$ cat src/rtl/vga_scan_pkg.sv
package vga_scan_pkg;
   typedef enum logic [1:0] {
      VP_BACK  = 2'd0,
      VP_SHOW  = 2'd1,
      VP_FRONT = 2'd2,
      VP_SYNC  = 2'd3
   } vphase_t;
endpackage

$ cat src/rtl/vga_line_timer.sv
module vga_line_timer #(
   parameter int LINE_PERIOD = 200,
   parameter int HS_START    = 168,
   parameter int HS_END      = 184,
   parameter int HC_W        = 8
) (
   input  logic            clk,
   input  logic            rst_n,
   output logic [HC_W-1:0] hc,
   output logic            line_end,
   output logic            hsync_n
);
   localparam logic [HC_W-1:0] LAST = HC_W'(LINE_PERIOD - 1);
   localparam logic [HC_W-1:0] HS_A = HC_W'(HS_START);
   localparam logic [HC_W-1:0] HS_B = HC_W'(HS_END);

   assign line_end = (hc == LAST);
   assign hsync_n  = !((hc >= HS_A) && (hc < HS_B));

   always_ff @(posedge clk or negedge rst_n) begin
      if (!rst_n)        hc <= '0;
      else if (line_end) hc <= '0;
      else               hc <= hc + 1'b1;
   end

   // the position never leaves the line period
   p_pos_in_period_r2: assert property (@(posedge clk) disable iff (!rst_n)
      hc <= LAST);
   // after the last position the next line starts at zero
   p_wrap_to_zero_r2: assert property (@(posedge clk) disable iff (!rst_n)
      line_end |=> (hc == '0) && hsync_n);
endmodule

$ cat src/rtl/vga_vert_seq.sv
module vga_vert_seq
   import vga_scan_pkg::*;
#(
   parameter int VIS_START   = 2,
   parameter int VFP_START   = 12,
   parameter int VSYNC_START = 14,
   parameter int VSYNC_END   = 16,
   parameter int LINE_LEN    = 160,
   parameter int SCREEN_SIZE = 640,
   parameter int ADDR_W      = 16
) (
   input  logic              clk,
   input  logic              rst_n,
   input  logic              line_end,
   input  logic [ADDR_W-1:0] frame_base,
   output vphase_t           phase,
   output logic [ADDR_W-1:0] row_addr,
   output logic              vsync_n
);
   localparam int LC_W = $clog2(VSYNC_END + 1);
   localparam logic [LC_W-1:0] L_VIS  = LC_W'(VIS_START);
   localparam logic [LC_W-1:0] L_VFP  = LC_W'(VFP_START);
   localparam logic [LC_W-1:0] L_VS   = LC_W'(VSYNC_START);
   localparam logic [LC_W-1:0] L_VEND = LC_W'(VSYNC_END);
   localparam logic [ADDR_W:0] STEP   = (ADDR_W+1)'(LINE_LEN);
   localparam logic [ADDR_W:0] SPAN   = (ADDR_W+1)'(SCREEN_SIZE);

   logic [LC_W-1:0]   cnt, cnt_nx;
   logic [ADDR_W-1:0] base_q;
   logic [ADDR_W:0]   row_step, row_lim;
   logic              row_fold;

   assign cnt_nx   = cnt + 1'b1;
   assign row_step = {1'b0, row_addr} + STEP;
   assign row_lim  = {1'b0, base_q} + SPAN;
   assign row_fold = (row_step >= row_lim);

   always_ff @(posedge clk or negedge rst_n) begin
      if (!rst_n) begin
         phase    <= VP_BACK;
         cnt      <= '0;
         row_addr <= '0;
         base_q   <= '0;
         vsync_n  <= 1'b1;
      end else if (line_end) begin
         vsync_n <= (phase != VP_SYNC);
         unique case (phase)
            VP_BACK: begin
               cnt <= cnt_nx;
               if (cnt_nx >= L_VIS) begin
                  phase    <= VP_SHOW;
                  row_addr <= frame_base;
                  base_q   <= frame_base;
               end
            end
            VP_SHOW: begin
               cnt <= cnt_nx;
               if (cnt_nx >= L_VFP) begin
                  phase <= VP_FRONT;
               end else if (!cnt_nx[0]) begin
                  row_addr <= row_fold ? base_q : row_step[ADDR_W-1:0];
               end
            end
            VP_FRONT: begin
               cnt <= cnt_nx;
               if (cnt_nx >= L_VS) phase <= VP_SYNC;
            end
            VP_SYNC: begin
               if (cnt_nx >= L_VEND) begin
                  cnt   <= '0;
                  phase <= VP_BACK;
               end else begin
                  cnt <= cnt_nx;
               end
            end
            default: phase <= VP_BACK;
         endcase
      end
   end

   // phase moves only at a line boundary
   p_phase_at_boundary_r3: assert property (@(posedge clk) disable iff (!rst_n)
      (phase != $past(phase)) |-> $past(line_end));
   // phase steps only to its successor
   p_phase_order_r3: assert property (@(posedge clk) disable iff (!rst_n)
      (phase != $past(phase)) |-> (phase == vphase_t'($past(phase) + 2'd1)));
   // vsync edges sit on line boundaries
   p_vsync_edge_r10: assert property (@(posedge clk) disable iff (!rst_n)
      (vsync_n != $past(vsync_n)) |-> $past(line_end));
   // entering an odd visible line keeps the row
   p_row_hold_odd_r7: assert property (@(posedge clk) disable iff (!rst_n)
      ($past(line_end) && $past(phase) == VP_SHOW && phase == VP_SHOW && cnt[0])
      |-> $stable(row_addr));
   // the row never reaches the end of the screen buffer
   p_row_in_screen_r8: assert property (@(posedge clk) disable iff (!rst_n)
      (phase == VP_SHOW) |-> ({1'b0, row_addr} < row_lim));
endmodule

$ cat src/rtl/vga_pix_fetch.sv
module vga_pix_fetch #(
   parameter int LINE_LEN = 160,
   parameter int ADDR_W   = 16,
   parameter int PIX_W    = 8,
   parameter int HC_W     = 8
) (
   input  logic              clk,
   input  logic              rst_n,
   input  logic [HC_W-1:0]   hc,
   input  logic              line_end,
   input  logic              show,
   input  logic [ADDR_W-1:0] row_addr,
   output logic              mem_rd_en,
   output logic [ADDR_W-1:0] mem_addr,
   input  logic [PIX_W-1:0]  mem_rdata,
   output logic [PIX_W-1:0]  pix
);
   localparam logic [HC_W-1:0] LEN = HC_W'(LINE_LEN);

   logic            data_live;
   logic [HC_W-1:0] rd_cnt;

   assign mem_rd_en = show && (hc < LEN);
   assign mem_addr  = row_addr + ADDR_W'(hc);
   assign pix       = data_live ? mem_rdata : '0;

   always_ff @(posedge clk or negedge rst_n) begin
      if (!rst_n) data_live <= 1'b0;
      else        data_live <= mem_rd_en;
   end

   always_ff @(posedge clk or negedge rst_n) begin
      if (!rst_n)         rd_cnt <= '0;
      else if (line_end)  rd_cnt <= '0;
      else if (mem_rd_en) rd_cnt <= rd_cnt + 1'b1;
   end

   // consecutive reads walk the row one byte at a time
   p_contig_r5: assert property (@(posedge clk) disable iff (!rst_n)
      (mem_rd_en && $past(mem_rd_en) && !$past(line_end))
      |-> (mem_addr == $past(mem_addr) + 1'b1));
   // a line carries either no burst or a full one
   p_burst_len_r5: assert property (@(posedge clk) disable iff (!rst_n)
      line_end |-> (rd_cnt == '0 || rd_cnt == LEN));
endmodule

$ cat src/rtl/vga_scan_seq.sv
module vga_scan_seq
   import vga_scan_pkg::*;
#(
   parameter int LINE_PERIOD = 200,
   parameter int LINE_LEN    = 160,
   parameter int HS_START    = 168,
   parameter int HS_END      = 184,
   parameter int VIS_START   = 2,
   parameter int VFP_START   = 12,
   parameter int VSYNC_START = 14,
   parameter int VSYNC_END   = 16,
   parameter int SCREEN_SIZE = 640,
   parameter int ADDR_W      = 16,
   parameter int PIX_W       = 8
) (
   input  logic              clk,
   input  logic              rst_n,
   input  logic [ADDR_W-1:0] frame_base,
   output logic              mem_rd_en,
   output logic [ADDR_W-1:0] mem_addr,
   input  logic [PIX_W-1:0]  mem_rdata,
   output logic [PIX_W-1:0]  pix,
   output logic              hsync_n,
   output logic              vsync_n
);
   localparam int HC_W = $clog2(LINE_PERIOD);

   initial begin
      a_hs_after_burst: assert (HS_START > LINE_LEN)
         else $error("hsync must start after the last pixel");
      a_hs_order: assert (HS_END > HS_START && HS_END < LINE_PERIOD)
         else $error("hsync window must lie inside the line");
      a_vert_order: assert (VIS_START >= 1 && VIS_START < VFP_START &&
                            VFP_START < VSYNC_START && VSYNC_START < VSYNC_END)
         else $error("vertical phase starts must increase");
      a_screen: assert (SCREEN_SIZE >= LINE_LEN && ADDR_W > HC_W)
         else $error("screen must hold a row and address must cover a line");
   end

   logic [HC_W-1:0]   hc;
   logic              line_end;
   vphase_t           phase;
   logic [ADDR_W-1:0] row_addr;

   vga_line_timer #(
      .LINE_PERIOD(LINE_PERIOD), .HS_START(HS_START),
      .HS_END(HS_END), .HC_W(HC_W)
   ) u_timer (
      .clk(clk), .rst_n(rst_n), .hc(hc), .line_end(line_end), .hsync_n(hsync_n)
   );

   vga_vert_seq #(
      .VIS_START(VIS_START), .VFP_START(VFP_START), .VSYNC_START(VSYNC_START),
      .VSYNC_END(VSYNC_END), .LINE_LEN(LINE_LEN), .SCREEN_SIZE(SCREEN_SIZE),
      .ADDR_W(ADDR_W)
   ) u_vert (
      .clk(clk), .rst_n(rst_n), .line_end(line_end), .frame_base(frame_base),
      .phase(phase), .row_addr(row_addr), .vsync_n(vsync_n)
   );

   vga_pix_fetch #(
      .LINE_LEN(LINE_LEN), .ADDR_W(ADDR_W), .PIX_W(PIX_W), .HC_W(HC_W)
   ) u_fetch (
      .clk(clk), .rst_n(rst_n), .hc(hc), .line_end(line_end),
      .show(phase == VP_SHOW), .row_addr(row_addr),
      .mem_rd_en(mem_rd_en), .mem_addr(mem_addr),
      .mem_rdata(mem_rdata), .pix(pix)
   );

   // sync pulse never overlaps reads or active pixels
   p_hsync_clear_r2: assert property (@(posedge clk) disable iff (!rst_n)
      !hsync_n |-> (!mem_rd_en && pix == '0));
   // no reads while vertical sync is low
   p_no_burst_in_vsync_r11: assert property (@(posedge clk) disable iff (!rst_n)
      !vsync_n |-> !mem_rd_en);
endmodule

$ cat config.mk
export PLATFORM = sky130hd
export DESIGN_NAME = vga_scan_seq
export DESIGN_NICKNAME = d
export VERILOG_FILES = /design/src/rtl/vga_scan_pkg.sv /design/src/rtl/vga_line_timer.sv /design/src/rtl/vga_vert_seq.sv /design/src/rtl/vga_pix_fetch.sv /design/src/rtl/vga_scan_seq.sv
export SDC_FILE = /design/constraint.sdc
export NUM_CORES = 1
export LEC_CHECK = 0
export BUFFER_PORTS_ARGS = -buffer_cell sky130_fd_sc_hd__buf_4
export CORE_MARGIN = 2
export CORE_UTILIZATION = 35
export CTS_BUF_LIST = sky130_fd_sc_hd__clkbuf_4 sky130_fd_sc_hd__clkbuf_8
export CTS_CLUSTER_DIAMETER = 100
export DETAILED_ROUTE_END_ITERATION = 10
export PLACE_DENSITY = 0.62
export SYNTH_ARGS = -nofsm -noshare
export SYNTH_HDL_FRONTEND = slang
export SYNTH_SLANG_ARGS = --single-unit
$ cat constraint.sdc
create_clock -name clk -period 2.75 [get_ports clk]
set_clock_uncertainty 0.1 [all_clocks]
set_input_delay 0.1375 -clock clk [delete_from_list [all_inputs] [get_ports clk]]
set_output_delay 0.1375 -clock clk [all_outputs]
set_load 0.01 [all_outputs]
After elaboration in Yosys (flattened, before gate mapping)
Index checks and enable logic that the tools add are counted.
Word-level totals
  flip-flop bits (word level): 49
  latch bits: 0
  memory bits (writable): 0
  ROM bits: 0
  bits of input ports: 26
  output and inout port bits: 27
  memories: 0
Operators by class
  add/subtract/negate cells: 5
  multiply operators: 0
  divide/modulo/power cells: 0
  order comparisons: 8
  equal/unequal tests: 11
  shift-type cells: 0
  mux-type cells: 14
  bitwise gates (word level): 0
  reduce and logical (&&, ||, !) cells: 9
Operators by type and width (number)
  two-way mux 16 bit: 4
  case mux 16 bit (2 select lines): 1
  adder 16 x 10 -> 17 bit (second input constant): 1
  adder 16 x 8 -> 17 bit (second input constant): 1
  >= comparator 17 bit: 1
  adder 16 x 8 -> 16 bit: 1
  < comparator 8 bit (second input constant): 2
  two-way mux 8 bit: 2
  >= comparator 5 x 4 -> 1 bit (second input constant): 2
  case mux 5 bit (2 select lines): 1
  AND reduction 5 bit: 2
  adder 8 x 1 -> 8 bit (second input constant): 1
  equality test 8 bit (second input constant): 1
  >= comparator 8 bit (second input constant): 1
  two-way mux 2 bit: 4
  inequality test 2 bit (second input constant): 4
  case mux 2 bit (4 select lines): 1
  inequality test 2 x 1 -> 1 bit (second input constant): 3
  adder 5 x 1 -> 5 bit (second input constant): 1
  >= comparator 5 x 2 -> 1 bit (second input constant): 1
  >= comparator 5 bit (second input constant): 1
  two-way mux 5 bit: 1
  equality test 2 bit (second input constant): 2
  AND reduction 3 bit: 1
  other kinds (6): 7

Depth between registers and ports, before layout
Gate-level depths: netlist of the first run.
  depth in word-level cells: 6
  depth in mapped cells: 14

Modules after synthesis
Synthesis of the first run repeated with hierarchy kept, for this count alone.
Second synthesis, totals
  cells, all modules: 369
  area, all modules: 3702.3 µm²
Modules (own cells, without submodules)
  vga_vert_seq: times used 1, cells an instance 258, area each 2701.3 µm², seq. area each 1002.2 µm²
  vga_pix_fetch: times used 1, cells an instance 67, area each 561.8 µm², seq. area each 25.0 µm²
  vga_line_timer: times used 1, cells an instance 43, area each 425.4 µm², seq. area each 200.2 µm²
  vga_scan_seq: times used 1, cells an instance 1, area each 13.8 µm², seq. area each 0.0 µm²

Worst setup path before layout of the first run
Ideal clock, no wire load.
  path type: register -> register
  start point: register u_vert.row_addr[8]
  end point: register u_vert.row_addr[14]
  data arrival time: 2.765 ns
  data required time: 2.520 ns
  setup slack: -0.245 ns
  cell stages (with the launch flop): 15
  cell sequence: dfrtp_1 clkbuf_1 nand3_1 o21bai_1 nor2_1 xor2_1 ha_1 a21oi_1 nand2_1 a211oi_1 and2_1 buf_6 buf_4 mux2i_1 o22ai_1
On the way
  word-level cells in the longest chain between the ends: 6
RTL lines
  from (decl): RTL line vga_vert_seq.sv:17  | output logic [ADDR_W-1:0] row_addr,
  from (signal assigned): RTL line vga_vert_seq.sv:52  | row_addr <= frame_base;
  from (signal assigned): RTL line vga_vert_seq.sv:61  | row_addr <= row_fold ? base_q : row_step[ADDR_W-1:0];
  adder 16 x 8 -> 17 bit *: RTL line vga_vert_seq.sv:34  | assign row_step = {1'b0, row_addr} + STEP;
  >= comparator 17 bit: RTL line vga_vert_seq.sv:36  | assign row_fold = (row_step >= row_lim);
  two-way mux 16 bit *: RTL line vga_vert_seq.sv:61
  two-way mux 16 bit *: RTL line vga_vert_seq.sv:60  | end else if (!cnt_nx[0]) begin
  two-way mux 16 bit *: RTL line vga_vert_seq.sv:58  | if (cnt_nx >= L_VFP) begin
  case mux 16 bit (2 select lines) *: RTL line vga_vert_seq.sv:47  | unique case (phase)
Every way passes the cells marked *; elsewhere a longest branch is shown, timed or not. The select of a mux whose other input is x is not followed.
A chain may end at the register's enable or synchronous reset.

Worst setup path in the final report of the first run
  start point: register u_vert.row_addr[5]
  end point: register u_vert.row_addr[5]
Same word-level chain as after synthesis.

==> results of run 1 <==
## flip-flops by register name, summed over array words and instances (netlist names)
register           cells
u_fetch.data_live      1
u_timer.hc             8
u_vert.base_q         16
u_vert.cnt             5
u_vert.phase           2
u_vert.row_addr       16
u_vert.vsync_n         1
## cell usage after synthesis, drive strengths merged, types with 3 or more instances
cell / instances
dfrtp: 48
nor2: 37
ha: 34
nand2: 29
a21oi: 27
o21ai: 24
xor2: 24
inv: 22
nand3: 13
mux2: 12
clkbuf: 11
o22ai: 11
mux2i: 10
xnor2: 10
and2: 9
a211oi: 8
and3: 8
buf: 8
nor3: 8
a31oi: 5
nand3b: 4
nand4: 4
o21a: 4
o21bai: 4
o31ai: 4
nand4b: 3
or4: 3
## per-stage QoR
stage          setup slack [ps]  power (mW)  std cells
6_report                   -128        1.29        654
5_1_grt                    -307        1.34        654
4_1_cts                   -21.1        1.30        645
3_5_place_dp              -89.0       0.833        613
3_3_place_gp               8.76       0.831        613
2_1_floorplan              1.23       0.764        409
## report_power, final
group / total (mW) / internal (mW) / leakage, nW / switching, mW
clock network: 0.451 / 0.190 / 0.0408 / 0.262
registers: 0.722 / 0.721 / 0.553 / 0.00102
logic: 0.121 / 0.0660 / 1.64 / 0.0554
## worst paths after layout
path / slack, ps / start / endpoint / depth (start not counted)
max in group asynchronous: 1800 / rst_n / u_vert.row_addr[6] / 2
worst min-delay path: 7 / frame_base[10] / u_vert.base_q[10] / 2
worst max register to register: -130 / u_vert.row_addr[5] / u_vert.row_addr[5] / 13
min in group asynchronous: 290 / rst_n / u_vert.cnt[4] / 2
worst max-delay path: -130 / u_vert.row_addr[5] / u_vert.row_addr[5] / 13
worst min register to register: 400 / u_vert.vsync_n / u_vert.vsync_n / 2
## cell type report
type / count / area [µm²] / area share
clock buffer: 6 / 76.3 / 0.0154
clock inverter: 2 / 15.0 / 0.00302
inverter: 22 / 82.6 / 0.0166
multi-input combinational: 321 / 2460 / 0.495
sequential: 49 / 1230 / 0.248
tap: 136 / 170 / 0.0342
timing repair buffer: 118 / 936 / 0.188
## layer usage
layer	wire length, µm	vias to the layer above
li1	-	1671
met1	4390	1566
met2	4390	97
met3	432	13
met4	133	0
met5	0	-
## placed cells by master (no fill, tap or decap), types with 3 or more instances in the layout
master and n:
nand3_1 13, nand4b_1 3, a211oi_2 4, mux2_2 12
ha_4 3, xnor2_1 8, ha_1 31, dfrtp_1 46
a211oi_1 3, inv_1 21, nor2_1 34, nand4_1 4
o21a_1 4, buf_4 100, clkbuf_8 5, mux2i_1 9
nor3_1 6, xor2_1 23, or4_1 3, o21ai_1 3
nand3b_1 4, nand2_1 29, and3_1 5, o21ai_0 20
and2_4 3, a21oi_1 24, and2_1 8, a31oi_1 5
dlygate4sd3_1 16, and3_4 3, o22ai_1 11
## worst max-delay path, delay by kind of cell, from the launching register on
family          cells  cell delay [ps]
flops               1              450
simple gates        2              200
compound gates      6             1050
xor+xnor            1              180
fa+ha+maj           2              510
buf+inv             2              290
## cell families after synthesis
| logic type | Yosys count | synth area share |
|---|---|---|
| simple gates | 128 | 0.174 |
| compound gates | 100 | 0.172 |
| flops | 49 | 0.336 |
| buf+inv | 41 | 0.0499 |
| fa+ha+maj | 35 | 0.122 |
| xor+xnor | 34 | 0.0814 |
| mux | 22 | 0.0643 |
## repair_timing
item | in CTS | in global routing
cloned | 2 | 0
pin swaps | 15 | 18
gates resized for setup | 15 | 24
hold endpoints to repair | 63 | 0
setup buffers | 6 | 9
setup endpoints to repair | 19 | 24
hold buffers | 16 | 0
==> flow_metrics.py, run 1 <==
metrics = {
    "drt": {
        "avgRoutedWirePerCell_um": 14.3,
        "ant_nets": 0,
        "drc": 0,
        "drtPass1Iterations": 5,
        "vias": 3347,
        "drt-total-wl_mm": 9.34,
        "initialDrtViolationCount": 148,
        "vias_per_cell": 5.12,
    },
    "floorplanning": {
        "die_w_um": 106,
        "rows": 37,
        "coreArea_um2": 10200,
        "die-area_um2": 11300,
        "floorplan.initialDensity": 0.357,
        "die_h_um": 106,
        "io-pin-count": 53,
    },
    "power_and_ir_drop": {
        "ir_worst_vdd_mv": 0.152,
        "powerDensity_nw_per_um2": 261,
        "leakagePower_nw": 2.24,
    },
    "global_route": {
        "grt_usage": 0.167,
        "grt_use_met1": 0.227,
        "grt_pass1_wl_mm": 15.5,
        "gr-max-usage-layer": "met2",
        "use_met3": 0.0251,
        "grt_max_degree": 50,
        "grt_antenna_before_repair": 0,
        "grt_overflow": 0,
        "met2_usage": 0.277,
        "grt_pass1_vias": 3296,
    },
    "timing": {
        "hold_viol": 0,
        "setup_slack_ps": -128,
        "finalCritPeriodShare": 1.05,
        "whs_ps": 7.16,
        "fin_setup_tns_ps": -1050,
        "fmax_mhz": 347,
        "slew_headroom": 0.497,
        "report.final.slew_viol_count": 0,
        "worst_pin_slew_ps": 754,
        "setup-violations-final": 16,
        "grt_setup_unrepaired": "yes",
        "min_period_ps": 2880,
    },
    "yosys": {
        "synth.top_cells.by_area": "dfrtp_1, ha_1, xor2_1, nor2_1, a21oi_1",
        "syn-instance-count": 409,
        "synth_top_cell_area_share": 0.328,
        "syn_nets": 470,
        "yosysSeqAreaShare": 0.336,
        "synthArstFlopShare": 1.00,
        "synth_edf_count": 0,
        "syn-mean-instance-area_um2": 8.94,
        "syn-cell-area_um2": 3660,
        "yosysTopAreaCell": "dfrtp_1",
        "yosysUniqueCellTypes": 52,
        "synth-main-ff-cell": "dfrtp_1",
        "yosysWarnings": 0,
        "ys_ff_latch": 49,
    },
    "setup_path": {
        "cp_slowest_stage_delay_ps": 450,
        "end_kind": "flop",
        "crit_required_ps": 2870,
        "crit_type": "flop to flop",
        "critPathLaunchType": "flop",
        "cp_max_fo": 3,
        "arrival_ps": 2990,
        "crit_chain": "ha_4 > o21bai_4 > nor2_2 > xor2_2 > ha_1 > nand4_1 > a211oi_2 > o31ai_4 > buf_4 > buf_4 > a21oi_1 > a21oi_1 > a311oi_1",
        "cp_slowest_cell": "dfrtp_2",
    },
    "cts": {
        "cts_tree": "done",
        "cts-buffers-inserted": 5,
        "htreeDepth": 2,
        "clkLatencyLatePin_ps": 310,
        "cts.path.max_buffers": 2,
        "cts-root-buf": "clkbuf_8",
        "cts.clk_slew.worst_paths_ps": 100,
        "cts.sinks": 49,
    },
    "job": {
        "cap_viol_max_count": 0,
    },
    "finish": {
        "design_area_um2": 4970,
        "syn_to_final_growth_pct": 35.9,
        "fill_cells": 932,
        "num-nets-final": 578,
        "fin_util": 0.486,
        "drive_gt1_frac": 0.313,
        "antennaDiodeCount": 0,
    },
    "placement": {
        "numPortBuffers": 52,
        "place.gp.congestion": 0.848,
        "place_hpwl_mm": 6.88,
        "dpl-instance-area_um2": 4410,
    },
    "hold_path": {
        "min_path_type": "input port to flop",
    },
    "status": {
        "violations": "setup timing",
        "outcome": "complete, but fails checks",
    },
}
No activity file was read; power rests on OpenSTA's default activity.
==> run 2, diff against run 1 <==
--- a/config.mk
+++ b/config.mk
@@ -8,7 +8,6 @@
 export BUFFER_PORTS_ARGS = -buffer_cell sky130_fd_sc_hd__buf_4
 export CORE_MARGIN = 2
 export CORE_UTILIZATION = 35
-export CTS_BUF_LIST = sky130_fd_sc_hd__clkbuf_4 sky130_fd_sc_hd__clkbuf_8
 export CTS_CLUSTER_DIAMETER = 100
 export DETAILED_ROUTE_END_ITERATION = 10
 export PLACE_DENSITY = 0.62
==> run 2 against run 1 <==
  * The run still ends with setup timing left
  * Largest power group unchanged
  * Design area barely moved
  * Via count unchanged
  * First-iteration DRC count unchanged
==> flow_metrics.py, run 2 (synthesis results as in run 1) <==
metrics = {
    "drt": {
        "vias_per_cell": 5.12,
        "avgRoutedWirePerCell_um": 14.3,
        "vias": 3347,
        "drc": 0,
        "drtPass1Iterations": 5,
        "initialDrtViolationCount": 148,
        "drt-total-wl_mm": 9.34,
        "ant_nets": 0,
    },
    "setup_path": {
        "crit_chain": "ha_4 > o21bai_4 > nor2_2 > xor2_2 > ha_1 > nand4_1 > a211oi_2 > o31ai_4 > buf_4 > buf_4 > a21oi_1 > a21oi_1 > a311oi_1",
        "cp_slowest_cell": "dfrtp_2",
        "crit_type": "flop to flop",
        "path_buf_inv": 2,
        "cp_slowest_stage_delay_ps": 450,
        "end_kind": "flop",
        "crit_required_ps": 2870,
        "critPathLaunchType": "flop",
        "path_delay_family": "compound AO/OA/AOI/OAI gates",
        "cp_max_fo": 3,
        "arrival_ps": 2990,
    },
    "cts": {
        "cts-root-buf": "clkbuf_8",
        "cts_tree": "done",
        "cts.path.max_buffers": 2,
        "cts.sinks": 49,
        "cts.clk_slew.worst_paths_ps": 100,
        "cts-buffers-inserted": 5,
        "htreeDepth": 2,
        "clkLatencyLatePin_ps": 310,
    },
    "timing": {
        "finalCritPeriodShare": 1.05,
        "hold_viol": 0,
        "slew_headroom": 0.497,
        "fmax_mhz": 347,
        "whs_ps": 7.16,
        "grt_setup_unrepaired": "yes",
        "worst_pin_slew_ps": 754,
        "setup_slack_ps": -128,
        "report.final.slew_viol_count": 0,
        "min_period_ps": 2880,
        "setup-violations-final": 16,
    },
    "finish": {
        "antennaDiodeCount": 0,
        "fill_cells": 934,
        "final_cell_mix": "buf_4, dfrtp_1, nor2_1",
        "syn_to_final_growth_pct": 35.8,
        "reg_top3": "u_vert.base_q: 16 flops, u_vert.row_addr: 16 flops, u_timer.hc: 8 flops",
        "design_area_um2": 4960,
        "num-nets-final": 578,
        "final_common_cell": "buf_4",
        "drive_gt1_frac": 0.311,
    },
    "floorplanning": {
        "io-pin-count": 53,
        "die-area_um2": 11300,
        "floorplan.initialDensity": 0.357,
        "coreArea_um2": 10200,
        "die_w_um": 106,
        "rows": 37,
        "die_h_um": 106,
    },
    "placement": {
        "place.gp.congestion": 0.848,
        "dpl-instance-area_um2": 4410,
        "place_hpwl_mm": 6.88,
        "numPortBuffers": 52,
    },
    "power_and_ir_drop": {
        "leakagePower_nw": 2.23,
        "powerDensity_nw_per_um2": 259,
        "ir_worst_vdd_mv": 0.151,
        "finalPower_mw": 1.28,
    },
    "global_route": {
        "grt_pass1_vias": 3296,
        "grt_max_degree": 50,
        "grt_pass1_wl_mm": 15.5,
        "grt_overflow": 0,
        "grt_usage": 0.167,
        "grt_antenna_before_repair": 0,
    },
    "hold_path": {
        "min_path_type": "input port to flop",
    },
    "job": {
        "cap_viol_max_count": 0,
    },
    "status": {
        "violations": "setup timing",
        "outcome": "complete, but fails checks",
    },
}
-- run 2: routing by layer --
metal / track usage / part of all wire / vias to the layer above
met3: 0.0251 / 0.046 / 13
met2: 0.277 / 0.47 / 97
li1: - / - / 1671
met5: 0 / 0 / -
met1: 0.227 / 0.47 / 1566
met4: 0.0461 / 0.014 / 0
-- run 2: layout make-up --
type | count | area [µm²] | area share
repair buffers | 118 | 936 | 0.189
inverters | 22 | 82.6 | 0.0166
clock buffers | 6 | 72.6 | 0.0146
well taps | 136 | 170 | 0.0343
flip-flops and latches | 49 | 1230 | 0.248
multi-input cells | 321 | 2460 | 0.495
clock inverters | 2 | 15.0 | 0.00302
-- run 2: per-stage QoR --
stage	instances	util	setup TNS (ps)	setup slack, ps
after floorplan	409	-	0	1.23
after global placement	613	0.431	0	8.76
after detailed placement	613	0.431	-279	-89.0
after CTS	645	0.468	-82.6	-21.1
after global routing	654	0.485	-4000	-307
final	654	0.485	-1050	-128
-- run 2: worst register-to-register path, cell delays in order (launching register included) --
cell and delay [ps]:
dfrtp_2 450, ha_4 180, o21bai_4 130, nor2_2 70
xor2_2 180, ha_1 330, nand4_1 130, a211oi_2 280
o31ai_4 150, buf_4 160, buf_4 130, a21oi_1 150
a21oi_1 70, a311oi_1 270
-- run 2: path summary, 6_finish.rpt --
| path | from | endpoint | depth (start not counted) | slack, ps |
|---|---|---|---|---|
| min reg2reg | u_vert.vsync_n | u_vert.vsync_n | 2 | 400 |
| max | u_vert.row_addr[5] | u_vert.row_addr[5] | 13 | -130 |
| max reg2reg | u_vert.row_addr[5] | u_vert.row_addr[5] | 13 | -130 |
| max in group asynchronous | rst_n | u_vert.row_addr[6] | 2 | 1800 |
| min | frame_base[10] | u_vert.base_q[10] | 2 | 7 |
| min in group asynchronous | rst_n | u_vert.cnt[4] | 2 | 290 |
-- run 2: timing repair --
action | in CTS | in global routing
endpoints found under the hold margin | 63 | 0
hold buffers | 16 | 0
setup endpoints to repair | 19 | 24
pin swaps | 15 | 18
gates cloned | 2 | 0
resized for setup | 15 | 24
buffers inserted | 6 | 9
-- run 2: where the power goes --
part           switching (mW)  leakage (nW)  internal [mW]
logic                  0.0554          1.64         0.0660
clock network           0.261        0.0374          0.180
registers             0.00102         0.553          0.721
